==> src/rtl/flash_cmd_pkg.sv <==
package flash_cmd_pkg;
  typedef enum logic [2:0] {
    ST_IDLE, ST_UNLK2, ST_SETUP, ST_PDATA, ST_EUNLK1, ST_EUNLK2, ST_ECONF
  } seq_step_t;

  typedef enum logic [2:0] {
    RQ_NONE, RQ_PROG, RQ_BLK, RQ_CHIP, RQ_SUSP, RQ_RES
  } req_kind_t;

  localparam logic [7:0]  C_UNLK1   = 8'hAA;
  localparam logic [7:0]  C_UNLK2   = 8'h55;
  localparam logic [10:0] A_UNLK1   = 11'h555;
  localparam logic [10:0] A_UNLK2   = 11'h2AA;
  localparam logic [7:0]  C_PROG    = 8'hA0;
  localparam logic [7:0]  C_ERASE   = 8'h80;
  localparam logic [7:0]  C_AUTOSEL = 8'h90;
  localparam logic [7:0]  C_RESET   = 8'hF0;
  localparam logic [7:0]  C_BLKCONF = 8'h30;
  localparam logic [7:0]  C_CHIPCONF= 8'h10;
  localparam logic [7:0]  C_SUSPEND = 8'hB0;
  localparam logic [7:0]  C_RESUME  = 8'h30;
  localparam logic [7:0]  C_MFR     = 8'h20;
  localparam logic [7:0]  C_DEV_TOP = 8'hD2;
  localparam logic [7:0]  C_DEV_BOT = 8'hDC;

  // block number from address bits [19:13]
  function automatic logic [4:0] blk_index(input logic [6:0] hi, input logic top);
    logic [3:0] big;
    big = hi[6:3];
    if (top) begin
      if (big != 4'hF)      return {1'b0, big};
      else if (!hi[2])      return 5'd15;
      else if (hi[1])       return 5'd18;
      else if (!hi[0])      return 5'd16;
      else                  return 5'd17;
    end else begin
      if (big != 4'h0)      return {1'b0, big} + 5'd3;
      else if (hi[2])       return 5'd3;
      else if (!hi[1])      return 5'd0;
      else if (!hi[0])      return 5'd1;
      else                  return 5'd2;
    end
  endfunction
endpackage

==> src/rtl/flash_id_mux.sv <==
module flash_id_mux
  import flash_cmd_pkg::*;
#(
  parameter int ADDR_W   = 20,
  parameter int NBLK     = 19,
  parameter bit TOP_BOOT = 1'b1
) (
  input  logic [ADDR_W-1:0] rd_addr,
  input  logic [NBLK-1:0]   prot_map,
  output logic [7:0]        id_byte
);
  localparam logic [7:0] DEV_CODE = TOP_BOOT ? C_DEV_TOP : C_DEV_BOT;

  logic [4:0] blk;
  logic       blk_prot;
  logic       unused_bits;

  assign unused_bits = ^rd_addr[ADDR_W-8:2];
  assign blk      = blk_index(rd_addr[ADDR_W-1:ADDR_W-7], TOP_BOOT);
  assign blk_prot = (int'(blk) < NBLK) ? prot_map[blk] : 1'b0;

  always_comb begin
    case (rd_addr[1:0])
      2'b00:   id_byte = C_MFR;
      2'b01:   id_byte = DEV_CODE;
      2'b10:   id_byte = {7'd0, blk_prot};
      default: id_byte = 8'h00;
    endcase
  end
endmodule

==> src/rtl/flash_cmd_seq.sv <==
module flash_cmd_seq
  import flash_cmd_pkg::*;
#(
  parameter int ADDR_W = 20,
  parameter int DATA_W = 8
) (
  input  logic              clk,
  input  logic              rst_n,
  input  logic              supply_low,
  input  logic              wr_en,
  input  logic [ADDR_W-1:0] wr_addr,
  input  logic [DATA_W-1:0] wr_data,
  input  logic              pe_busy,
  input  logic              pe_suspended,
  output logic              prog_req,
  output logic              blk_erase_req,
  output logic              chip_erase_req,
  output logic              suspend_req,
  output logic              resume_req,
  output logic [ADDR_W-1:0] req_addr,
  output logic [DATA_W-1:0] req_data,
  output logic              autosel_mode
);
  seq_step_t step, n_step;
  req_kind_t n_kind;
  logic      n_mode;
  logic      wr_q;
  logic      wr_first;
  logic      is_unlk1, is_unlk2;
  logic      req_any;

  assign wr_first = wr_en & ~wr_q;
  assign is_unlk1 = (wr_addr[10:0] == A_UNLK1) && (wr_data == C_UNLK1);
  assign is_unlk2 = (wr_addr[10:0] == A_UNLK2) && (wr_data == C_UNLK2);
  assign req_any  = prog_req | blk_erase_req | chip_erase_req | suspend_req | resume_req;

  always_comb begin
    n_step = ST_IDLE;
    n_mode = 1'b0;
    n_kind = RQ_NONE;
    if (pe_busy) begin
      n_step = step;
      n_mode = autosel_mode;
      if (wr_data == C_SUSPEND) n_kind = RQ_SUSP;
    end else if (wr_data != C_RESET) begin
      case (step)
        ST_IDLE: begin
          if (is_unlk1) begin
            n_step = ST_UNLK2; n_mode = autosel_mode;
          end else if (pe_suspended && wr_data == C_RESUME) begin
            n_kind = RQ_RES; n_mode = autosel_mode;
          end
        end
        ST_UNLK2: if (is_unlk2) begin n_step = ST_SETUP; n_mode = autosel_mode; end
        ST_SETUP: begin
          if (wr_data == C_PROG) begin
            n_step = ST_PDATA; n_mode = autosel_mode;
          end else if (wr_data == C_ERASE && !pe_suspended) begin
            n_step = ST_EUNLK1; n_mode = autosel_mode;
          end else if (wr_data == C_AUTOSEL) begin
            n_mode = 1'b1;
          end
        end
        ST_PDATA:  n_kind = RQ_PROG;
        ST_EUNLK1: if (is_unlk1) begin n_step = ST_EUNLK2; n_mode = autosel_mode; end
        ST_EUNLK2: if (is_unlk2) begin n_step = ST_ECONF;  n_mode = autosel_mode; end
        ST_ECONF: begin
          if (wr_data == C_BLKCONF)       n_kind = RQ_BLK;
          else if (wr_data == C_CHIPCONF) n_kind = RQ_CHIP;
        end
        default: ;
      endcase
    end
  end

  always_ff @(posedge clk or negedge rst_n) begin
    if (!rst_n) begin
      step           <= ST_IDLE;
      autosel_mode   <= 1'b0;
      wr_q           <= 1'b0;
      prog_req       <= 1'b0;
      blk_erase_req  <= 1'b0;
      chip_erase_req <= 1'b0;
      suspend_req    <= 1'b0;
      resume_req     <= 1'b0;
      req_addr       <= '0;
      req_data       <= '0;
    end else begin
      wr_q           <= wr_en;
      prog_req       <= 1'b0;
      blk_erase_req  <= 1'b0;
      chip_erase_req <= 1'b0;
      suspend_req    <= 1'b0;
      resume_req     <= 1'b0;
      if (supply_low) begin
        step         <= ST_IDLE;
        autosel_mode <= 1'b0;
      end else if (wr_first) begin
        step         <= n_step;
        autosel_mode <= n_mode;
        prog_req       <= (n_kind == RQ_PROG);
        blk_erase_req  <= (n_kind == RQ_BLK);
        chip_erase_req <= (n_kind == RQ_CHIP);
        suspend_req    <= (n_kind == RQ_SUSP);
        resume_req     <= (n_kind == RQ_RES);
        if (n_kind != RQ_NONE) begin
          req_addr <= wr_addr;
          req_data <= wr_data;
        end
      end
    end
  end

  // at most one request per cycle
  p_one_req_r2: assert property (@(posedge clk) disable iff (!rst_n)
    $onehot0({prog_req, blk_erase_req, chip_erase_req, suspend_req, resume_req}));

  // a request only follows the first clock of a strobe
  p_req_after_write_r11: assert property (@(posedge clk) disable iff (!rst_n)
    req_any |-> $past(wr_en) && !$past(wr_q));

  // supply low forces read-array mode and silence
  p_supply_low_r1: assert property (@(posedge clk) disable iff (!rst_n)
    $past(supply_low) |-> !autosel_mode && !req_any && step == ST_IDLE);

  // busy controller: nothing but suspend
  p_busy_only_susp_r9: assert property (@(posedge clk) disable iff (!rst_n)
    $past(pe_busy) && !$past(supply_low) |->
      !prog_req && !blk_erase_req && !chip_erase_req && !resume_req && $stable(step));

  // step moves only on a write
  p_step_hold_r11: assert property (@(posedge clk) disable iff (!rst_n)
    !wr_first && !supply_low |=> $stable(step) && $stable(autosel_mode));
endmodule

==> src/rtl/flash_cmd_if.sv <==
module flash_cmd_if
  import flash_cmd_pkg::*;
#(
  parameter int ADDR_W   = 20,
  parameter int DATA_W   = 8,
  parameter int NBLK     = 19,
  parameter bit TOP_BOOT = 1'b1
) (
  input  logic              clk,
  input  logic              rst_n,
  input  logic              supply_low,
  input  logic              wr_en,
  input  logic [ADDR_W-1:0] wr_addr,
  input  logic [DATA_W-1:0] wr_data,
  input  logic              pe_busy,
  input  logic              pe_suspended,
  input  logic [ADDR_W-1:0] rd_addr,
  input  logic [NBLK-1:0]   prot_map,
  output logic              prog_req,
  output logic              blk_erase_req,
  output logic              chip_erase_req,
  output logic              suspend_req,
  output logic              resume_req,
  output logic [ADDR_W-1:0] req_addr,
  output logic [DATA_W-1:0] req_data,
  output logic              autosel_mode,
  output logic [7:0]        id_byte
);
  flash_cmd_seq #(.ADDR_W(ADDR_W), .DATA_W(DATA_W)) u_seq (
    .clk(clk), .rst_n(rst_n), .supply_low(supply_low),
    .wr_en(wr_en), .wr_addr(wr_addr), .wr_data(wr_data),
    .pe_busy(pe_busy), .pe_suspended(pe_suspended),
    .prog_req(prog_req), .blk_erase_req(blk_erase_req),
    .chip_erase_req(chip_erase_req), .suspend_req(suspend_req),
    .resume_req(resume_req), .req_addr(req_addr), .req_data(req_data),
    .autosel_mode(autosel_mode)
  );

  flash_id_mux #(.ADDR_W(ADDR_W), .NBLK(NBLK), .TOP_BOOT(TOP_BOOT)) u_mux (
    .rd_addr(rd_addr), .prot_map(prot_map), .id_byte(id_byte)
  );
endmodule

==> config.mk <==
export PLATFORM = sky130hd
export DESIGN_NAME = flash_cmd_if
export DESIGN_NICKNAME = d
export VERILOG_FILES = /design/src/rtl/flash_cmd_pkg.sv /design/src/rtl/flash_id_mux.sv /design/src/rtl/flash_cmd_seq.sv /design/src/rtl/flash_cmd_if.sv
export SDC_FILE = /design/constraint.sdc
export NUM_CORES = 1
export LEC_CHECK = 0
export BUFFER_PORTS_ARGS = -buffer_cell sky130_fd_sc_hd__buf_2
export CAP_MARGIN = 40
export CORE_MARGIN = 4
export CORE_UTILIZATION = 31
export DETAILED_ROUTE_END_ITERATION = 8
export GPL_TIMING_DRIVEN = 0
export PLACE_DENSITY = 0.7
export SETUP_SLACK_MARGIN = 0.4
export SYNTH_ARGS = -nofsm -noshare
export SYNTH_HDL_FRONTEND = slang
export SYNTH_SLANG_ARGS = --single-unit
==> constraint.sdc <==
create_clock -name clk -period 2.41 [get_ports clk]
set_input_delay 0.3615 -clock clk [delete_from_list [all_inputs] [get_ports clk]]
set_output_delay 0.3615 -clock clk [all_outputs]
set_load 0.005 [all_outputs]
==> results_dict.tcl, run 1 <==
set metrics [dict create \
    relSlewSlack_pct 65.1 \
    pre_cts_ws_ns 0.0205 \
    worst_slack_ns 0.248 \
    antenna_left 0 \
    start_util_pct 32.4 \
    status "finished clean" \
    grt_pass1_vias 2180 \
    holdPathStages 1 \
    synth_area_leader_cell "dfrtp_1" \
    io_pins 115 \
    drv_slew 0 \
    yosys-top-cells-count "dfrtp_1, mux2_4, nor2_1" \
    gp_congestion 0.809 \
    whs_endpoint "u_seq.wr_q" \
    clk_pin_slew_ns 0.07 \
    viasPerCell 4.98 \
    irDropWorstVdd_mv 0.288 \
    fmaxAchievable_ghz 0.463 \
    cts_tree "yes" \
    synthFlopType "dfrtp_1" \
    min_period_over_period_pct 89.7 \
    synth_edf_count 0 \
    fill_cells 645 \
    rsz0062_at_grt "yes" \
    max_slew.worst_pin.slew_ns 0.519 \
    setup_tns_ns 0 \
    worstPathArrival_ns 1.80 \
    antenna_found_initial 0 \
    worst_skew_pair.late_latency_ns 0.30 \
    nNetsFinal 399 \
    fp.dieW_um 92.9 \
    port_buffers 99 \
    ys_seq_elements 38 \
    cts_buffers 5 \
    hpwl_um 4720 \
    final_cells 423 \
    r2r_cells 6 \
    syn-cell-area_mm2 0.00223 \
    fin_area_mm2 0.00343 \
    drc 0 \
    synth_cell_types 56 \
    rows 30 \
    cp.required_ns 2.05 \
    max_cap_viol_count 0 \
    path_class "input pin to output pin" \
    power.leakage_nw 1.78 \
    seq_area_frac_synth_pct 42.6 \
    async_flop_share_pct 100 \
    cts_buffer_depth 2 \
    synthCells 196 \
    placed_cell_area_mm2 0.00290 \
    drive_gt1_share_pct 59.0 \
    pwr_density_cell_mw_per_mm2 457 \
    grt_usage_pct 14.9 \
    cts.htree.levels 2 \
    start_kind "input pin" \
    dieArea_mm2 0.00863 \
    core_area_mm2 0.00691 \
    hold_path_class "input pin to flip-flop" \
    antenna_cells 0 \
    wirelength_um 6540 \
    endpoint_kind "output pin" \
    detailedRoute.firstPassIterationCount 4 \
    hold_start "wr_en" \
    setup_viol 0 \
    period_needed_ns 2.16 \
    netlist.area_leader.share_pct 42.6 \
    vias 2108 \
    cp_max_fo 9 \
    area_growth_pct 53.3 \
    cts.sinks 38 \
    syn_avg_cell_area_um2 11.4 \
    grt_pass1_wl_um 10300 \
    cts-root-buf "clkbuf_8" \
    hold_viol 0 \
    fp.dieH_um 92.9 \
    r2r_start "u_seq.step[2]" \
    drt_iter0_markers 74 \
    drt-wirelength-per-cell_um 15.4 \
    dp.cells 393 \
    yosysWarnings 0 \
    grt-ovfl-total 0 \
    skew_ns 0.00522 \
    r2r_end "u_seq.req_addr[17]" \
    grt_max_degree 29 \
    synth_most_common_cell "dfrtp_1" \
    r2r_slack_ns 0.28 \
    synth_area_leaders "dfrtp_1, mux2_4, mux2_1, nor2b_1, nor2_1" \
]
[flip-flops by register name, summed over array words and instances, names as in the netlist]
name	cells
u_seq.autosel_mode	1
u_seq.blk_erase_req	1
u_seq.chip_erase_req	1
u_seq.prog_req	1
u_seq.req_addr	20
u_seq.req_data	8
u_seq.resume_req	1
u_seq.step	3
u_seq.suspend_req	1
u_seq.wr_q	1
[critical path, stage by stage]
cell,delay (ns)
clkbuf_8,0.13
and4_4,0.24
a31oi_4,0.14
buf_4,0.17
a41oi_2,0.16
o311ai_2,0.13
a2111oi_2,0.30
buf_2,0.17
[report_power, final]
part           internal, mW  leakage [nW]  total, mW  switching [mW]
logic                 0.128          1.20      0.245           0.117
registers             0.652         0.518      0.661         0.00822
clock network         0.415        0.0683      0.659           0.245
[kinds of logic after synthesis]
logic type	count (synthesis)	share of synthesized area, %
other	1	0.168
and+or+nand+nor	76	21.2
DFF	38	42.6
muxes	34	20.2
buffers and inverters	14	3.92
AOI/OAI and AO/OA	33	12.0
[layout by cell type, fill, tap and decap left out, drive strengths merged, types with 3 or more instances in the layout]
| master | count |
|---|---|
| a22o | 5 |
| a31oi | 3 |
| buf | 129 |
| clkbuf | 8 |
| dfrtp | 38 |
| inv | 3 |
| mux2 | 31 |
| mux2i | 3 |
| nand2 | 9 |
| nand2b | 3 |
| nand3 | 3 |
| nand4 | 4 |
| nor2 | 13 |
| nor2b | 8 |
| nor3 | 8 |
| nor3b | 4 |
| nor4 | 5 |
| nor4b | 3 |
| nor4bb | 4 |
| o21ai | 4 |
[worst max-delay path by stage]
stage	start	to	slack, ns	cells after the start
2_1_floorplan	rd_addr[18]	id_byte[0]	0.39	6
3_3_place_gp	wr_data[1]	u_seq.req_addr[2]	0.03	7
3_5_place_dp	wr_data[1]	u_seq.req_addr[17]	0.02	7
4_1_cts	rd_addr[17]	id_byte[0]	0.27	8
5_1_grt	u_seq.step[0]	u_seq.req_addr[1]	0.14	7
6_report	rd_addr[18]	id_byte[0]	0.25	8
[final cells by class]
type | instances | area, um2 | share of cell area, %
plain buffers | 11 | 118 | 3.43
clock buffers | 5 | 68.8 | 2.01
clock inverters | 3 | 68.8 | 2.01
inverters | 3 | 11.3 | 0.329
multi-input cells | 145 | 1350 | 39.4
flip-flops and latches | 38 | 953 | 27.8
well taps | 96 | 120 | 3.51
repair buffers | 122 | 736 | 21.5
[metrics by stage]
step | utilization [%] | hold slack [ns] | power (mW)
2_1_floorplan | - | 0.0659 | 0.764
3_3_place_gp | 41.8 | 0.471 | 0.876
3_5_place_dp | 42.0 | 0.256 | 0.884
4_1_cts | 48.0 | 0.192 | 1.57
5_1_grt | 49.6 | 0.205 | 1.63
6_report | 49.6 | 0.207 | 1.57
[per-layer routing]
| layer | part of all wire, % | track usage [%] | wire length, um | vias to the layer above |
|---|---|---|---|---|
| met5 | 0 | 0 | 0 | - |
| met4 | 2.6 | 6.23 | 169 | 0 |
| met3 | 7.1 | 2.76 | 466 | 15 |
| met2 | 49 | 26.8 | 3230 | 92 |
| met1 | 41 | 17.4 | 2670 | 998 |
| li1 | - | - | - | 1003 |
[what timing repair did]
action | in CTS | in global routing
pin swaps | 12 | 5
setup buffers | 18 | 3
resized for setup | 32 | 17
setup endpoints to repair | 29 | 34
hold buffers | 1 | 0
hold endpoints to repair | 10 | 0
(Power assumes the default switching activity.)
==> inputs of run 2 (changes only) <==
Settings changed: PLACE_DENSITY 0.7 to default, PLACE_DENSITY_LB_ADDON from default to 0.1.
==> results_dict.tcl, run 2 (same netlist as run 1, synthesis figures left out) <==
set metrics [dict create \
    cp_max_fo 7 \
    cts.sinks 38 \
    worst_hold_slack_ns 0.0194 \
    cts.htree.levels 2 \
    max_slew.worst_pin.slew_ns 0.606 \
    layout_commonest_cell "buf_2" \
    gp_congestion 0.781 \
    hold_buffers 0 \
    min_period_over_period_pct 90.0 \
    fp.dieH_um 92.9 \
    power.leakage_nw 1.75 \
    cts_tree "yes" \
    final_cell_mix "buf_2, dfrtp_1, mux2_4" \
    drt_iter0_markers 50 \
    pre_cts_ws_ns -0.0205 \
    path_class "input pin to output pin" \
    seqPwrFrac_pct 42.5 \
    dp.cells 393 \
    p_sw_share_pct 23.1 \
    io_pins 115 \
    drt-wirelength-per-cell_um 15.6 \
    status "finished clean" \
    fp.dieW_um 92.9 \
    period_needed_ns 2.17 \
    vias 2000 \
    largest_register "u_seq.req_addr" \
    port_buffers 99 \
    grt_usage_pct 15.0 \
    antenna_left 0 \
    relSlewSlack_pct 59.2 \
    rows 30 \
    drive_gt1_share_pct 57.3 \
    start_kind "input pin" \
    rsz0062_at_grt "yes" \
    worstPathArrival_ns 1.81 \
    p_total_mw 1.56 \
    fmaxAchievable_ghz 0.461 \
    combPwrFrac_pct 15.7 \
    setup_viol 0 \
    grt_max_degree 21 \
    detailedRoute.firstPassIterationCount 4 \
    area_growth_pct 50.8 \
    antenna_cells 0 \
    hold_path_class "input pin to async pin" \
    cp.required_ns 2.05 \
    fin_area_mm2 0.00337 \
    nNetsFinal 388 \
    start_util_pct 32.4 \
    drv_slew 0 \
    fin_util_pct 48.8 \
    hold_viol 0 \
    power.share.clock_pct 41.9 \
    placed_cell_area_mm2 0.00291 \
    pwr_density_cell_mw_per_mm2 462 \
    max_cap_viol_count 0 \
    grt_pass1_wl_um 10400 \
    core_area_mm2 0.00691 \
    power.internal_mw 1.20 \
    cts_buffers 5 \
    drc 0 \
    largest_reg_flops 20 \
    cts-root-buf "clkbuf_8" \
    grt_pass1_vias 2131 \
    skew_ns 0.00908 \
    clk_pin_slew_ns 0.08 \
    setup_tns_ns 0 \
    final_cells 412 \
    worst_skew_pair.late_latency_ns 0.29 \
    power.switching_mw 0.360 \
    top_regs "u_seq.req_addr (20), u_seq.req_data (8), u_seq.step (3)" \
    endpoint_kind "output pin" \
    wirelength_um 6430 \
    grt-ovfl-total 0 \
    cts_buffer_depth 2 \
    viasPerCell 4.85 \
    antenna_found_initial 0 \
    worst_slack_ns 0.241 \
    irDropWorstVdd_mv 0.212 \
    hpwl_um 4880 \
    dieArea_mm2 0.00863 \
]
## run 2: changes by cell type in the layout (fill, tap and decap cells not counted), sizes merged
cell	change
buf	-11
clkbuf	+1
dlygate4sd3	-1
## run 2: path summary, 6_finish.rpt
kind | cells past startpoint | to | start | slack (ns)
hold / removal | 1 | u_seq.req_addr[3] | rst_n | 0.02
setup reg to reg | 6 | u_seq.req_data[2] | u_seq.step[1] | 0.26
max in group asynchronous | 2 | u_seq.req_data[3] | rst_n | 1.93
setup / recovery | 7 | id_byte[0] | rd_addr[14] | 0.24
hold reg to reg | 1 | u_seq.req_data[6] | u_seq.req_data[6] | 0.49
min in group clk | 1 | u_seq.wr_q | wr_en | 0.21
## run 2: cell type report
| type | count | area, um2 |
|---|---|---|
| Fill cell | 656 | 3540 |
| Tap cell | 96 | 120 |
| Buffer | 11 | 129 |
| Multi-Input combinational cell | 145 | 1350 |
| Timing Repair Buffer | 111 | 672 |
| Clock buffer | 5 | 68.8 |
| Sequential cell | 38 | 952 |
| Clock inverter | 3 | 68.8 |
| Inverter | 3 | 11.3 |
## run 2: metal layers
layer	wire [um]	part of all wire (%)	global-route usage [%]	vias up
met1	2720	42	19.0	948
met2	3280	51	25.4	63
met3	366	5.7	3.25	4
met5	0	0	0	-
li1	-	-	-	985
met4	68	1.1	4.76	0
## run 2: repair_timing
item / in CTS / in global routing
gates cloned: 1 / 1
resized for setup: 30 / 8
pin swaps: 11 / 7
setup buffers: 7 / 2
endpoints found under the setup margin: 29 / 31
## run 2: power by group through the flow
stage / clock [mW] / sequential (mW) / combinational (mW)
floorplan: 0 / 0.674 / 0.0898
global placement: 0 / 0.673 / 0.209
detailed placement: 0 / 0.673 / 0.216
CTS: 0.671 / 0.661 / 0.239
global route: 0.697 / 0.663 / 0.269
finish: 0.651 / 0.661 / 0.244
## run 2: critical path, cell delays in order
cell and delay (ns):
buf_2 0.16, nand2b_4 0.16, a31oi_4 0.29, mux2_4 0.35, a221oi_4 0.26, a2111oi_2 0.07
buf_2 0.15
==> inputs of run 3 (changes only) <==
Settings changed: PLACE_DENSITY from default to 0.6, PLACE_DENSITY_LB_ADDON 0.1 to default.
==> results_dict.tcl, run 3 (same netlist as run 1, synthesis figures left out) <==
set metrics [dict create \
    status "finished clean" \
    grt_max_degree 38 \
    cts_tree "yes" \
    worst_slack_ns 0.261 \
    top_regs "u_seq.req_addr (20), u_seq.req_data (8), u_seq.step (3)" \
    met2_usage_pct 25.6 \
    start_kind "input pin" \
    combPwrFrac_pct 19.0 \
    gp_congestion 0.828 \
    max_slew.worst_pin.slew_ns 0.536 \
    use_met1_pct 17.9 \
    cpPeakStageDelay_ns 0.37 \
    min_period_over_period_pct 89.2 \
    r2r_end "u_seq.req_addr[19]" \
    grt-ovfl-total 0 \
    core_area_mm2 0.00691 \
    largest_register "u_seq.req_addr" \
    grt_util_met3_pct 4.06 \
    cts.htree.levels 2 \
    endpoint_kind "output pin" \
    drive_gt1_share_pct 58.8 \
    r2r_slack_ns 0.29 \
    r2r_cells 6 \
    cp_cell_sequence "buf_8 -> nand4_1 -> o21ai_2 -> mux2_2 -> o311ai_2 -> a2111oi_2 -> buf_2" \
    dp.cells 393 \
    worstPathArrival_ns 1.79 \
    drt_iter0_markers 97 \
    placed_cell_area_mm2 0.00290 \
    holdPathStages 1 \
    hpwl_um 4680 \
    cts_buffer_depth 2 \
    hold_start "wr_en" \
    drv_slew 0 \
    fill_cells 672 \
    antenna_found_initial 0 \
    worst_hold_slack_ns 0.213 \
    fin_area_mm2 0.00342 \
    path_class "input pin to output pin" \
    hold_viol 0 \
    grt_pass1_wl_um 10200 \
    setup_viol 0 \
    seqPwrFrac_pct 50.3 \
    viasPerCell 4.93 \
    layout_commonest_cell "buf_2" \
    drt-wirelength-per-cell_um 15.5 \
    wirelength_um 6590 \
    p_sw_share_pct 25.4 \
    cp.required_ns 2.05 \
    largest_reg_flops 20 \
    whs_endpoint "u_seq.wr_q" \
    port_buffers 99 \
    dieArea_mm2 0.00863 \
    pre_cts_ws_ns 0.0118 \
    area_growth_pct 53.0 \
    worst_skew_pair.late_latency_ns 0.29 \
    crit_slowest_cell "mux2_2" \
    r2r_start "u_seq.step[1]" \
    skew_ns 0.00650 \
    rows 30 \
    io_pins 115 \
    power.leakage_nw 1.79 \
    cts-root-buf "clkbuf_8" \
    start_util_pct 32.4 \
    irDropWorstVdd_mv 0.182 \
    final_cells 424 \
    nNetsFinal 401 \
    rsz0062_at_grt "yes" \
    max_cap_viol_count 0 \
    grt_pass1_vias 2126 \
    power.share.clock_pct 30.7 \
    hold_path_class "input pin to flip-flop" \
    detailedRoute.firstPassIterationCount 4 \
    fmaxAchievable_ghz 0.465 \
    cts.sinks 38 \
    grt_usage_pct 14.6 \
    antenna_left 0 \
    fp.dieH_um 92.9 \
    relSlewSlack_pct 63.9 \
    pwr_density_cell_mw_per_mm2 384 \
    fp.dieW_um 92.9 \
    crit_family "compound AO/OA/AOI/OAI gates" \
    top_usage_layer "met2" \
    fin_util_pct 49.5 \
    final_cell_mix "buf_2, dfrtp_1, mux2_4" \
    power.internal_mw 0.980 \
    power.switching_mw 0.334 \
    setup_tns_ns 0 \
    crit_buf_inv 2 \
    drc 0 \
    antenna_cells 0 \
    vias 2091 \
    cp_max_fo 4 \
    cts_buffers 5 \
    p_total_mw 1.31 \
    clk_pin_slew_ns 0.07 \
    period_needed_ns 2.15 \
]
run 3: cell count changes in the layout (fill, tap and decap cells not counted), moves of 2 or more:
cell,previous run,this run
buf_4,13,19
buf_6,3,10
buf_8,0,4
bufinv_16,2,0
clkbuf_16,2,0
clkinv_2,0,2
nor4_1,4,2
run 3: power by group through the flow:
stage | clock [mW] | sequential [mW] | combinational (mW)
2_1_floorplan | 0 | 0.674 | 0.0898
3_3_place_gp | 0 | 0.672 | 0.205
3_5_place_dp | 0 | 0.673 | 0.211
4_1_cts | 0.420 | 0.661 | 0.227
5_1_grt | 0.451 | 0.662 | 0.274
6_report | 0.403 | 0.661 | 0.250
run 3: worst max path at each step:
stage / startpoint / end / depth (start not counted)
CTS: rd_addr[18] / id_byte[0] / 7
global route: rd_addr[16] / id_byte[0] / 7
global placement: wr_data[1] / u_seq.req_addr[3] / 7
finish: rd_addr[16] / id_byte[0] / 7
detailed placement: wr_data[1] / u_seq.req_addr[2] / 7
floorplan: rd_addr[18] / id_byte[0] / 6
run 3: worst register-to-register path, stage by stage (launching register included):
cell and delay, ns:
dfrtp_1 0.47, and4bb_1 0.39, nand3_1 0.14, a311oi_4 0.31
o21ai_4 0.18, buf_8 0.22, mux2_4 0.30
run 3: metal layers:
metal  vias up  part of all wire (%)
met3         6                   7.6
met2        86                    50
met5         -                     0
met1       995                    41
met4         0                  0.97
li1       1004                     -
run 3: what timing repair did:
| item | 4_1_cts | 5_1_grt |
|---|---|---|
| buffers inserted | 15 | 7 |
| pin swaps | 8 | 9 |
| hold buffers | 1 | 0 |
| setup endpoints to repair | 29 | 34 |
| hold endpoints to repair | 1 | 0 |
| cloned | 1 | 0 |
| resized for setup | 24 | 26 |
run 3: cell type report:
| class | instances | area [um2] | share of cell area (%) |
|---|---|---|---|
| Clock buffer | 5 | 68.8 | 2.01 |
| Sequential cell | 38 | 951 | 27.8 |
| Clock inverter | 2 | 10.0 | 0.293 |
| Inverter | 3 | 11.3 | 0.329 |
| Tap cell | 96 | 120 | 3.51 |
| Buffer | 11 | 114 | 3.33 |
| Timing Repair Buffer | 124 | 778 | 22.8 |
| Multi-Input combinational cell | 145 | 1370 | 39.9 |
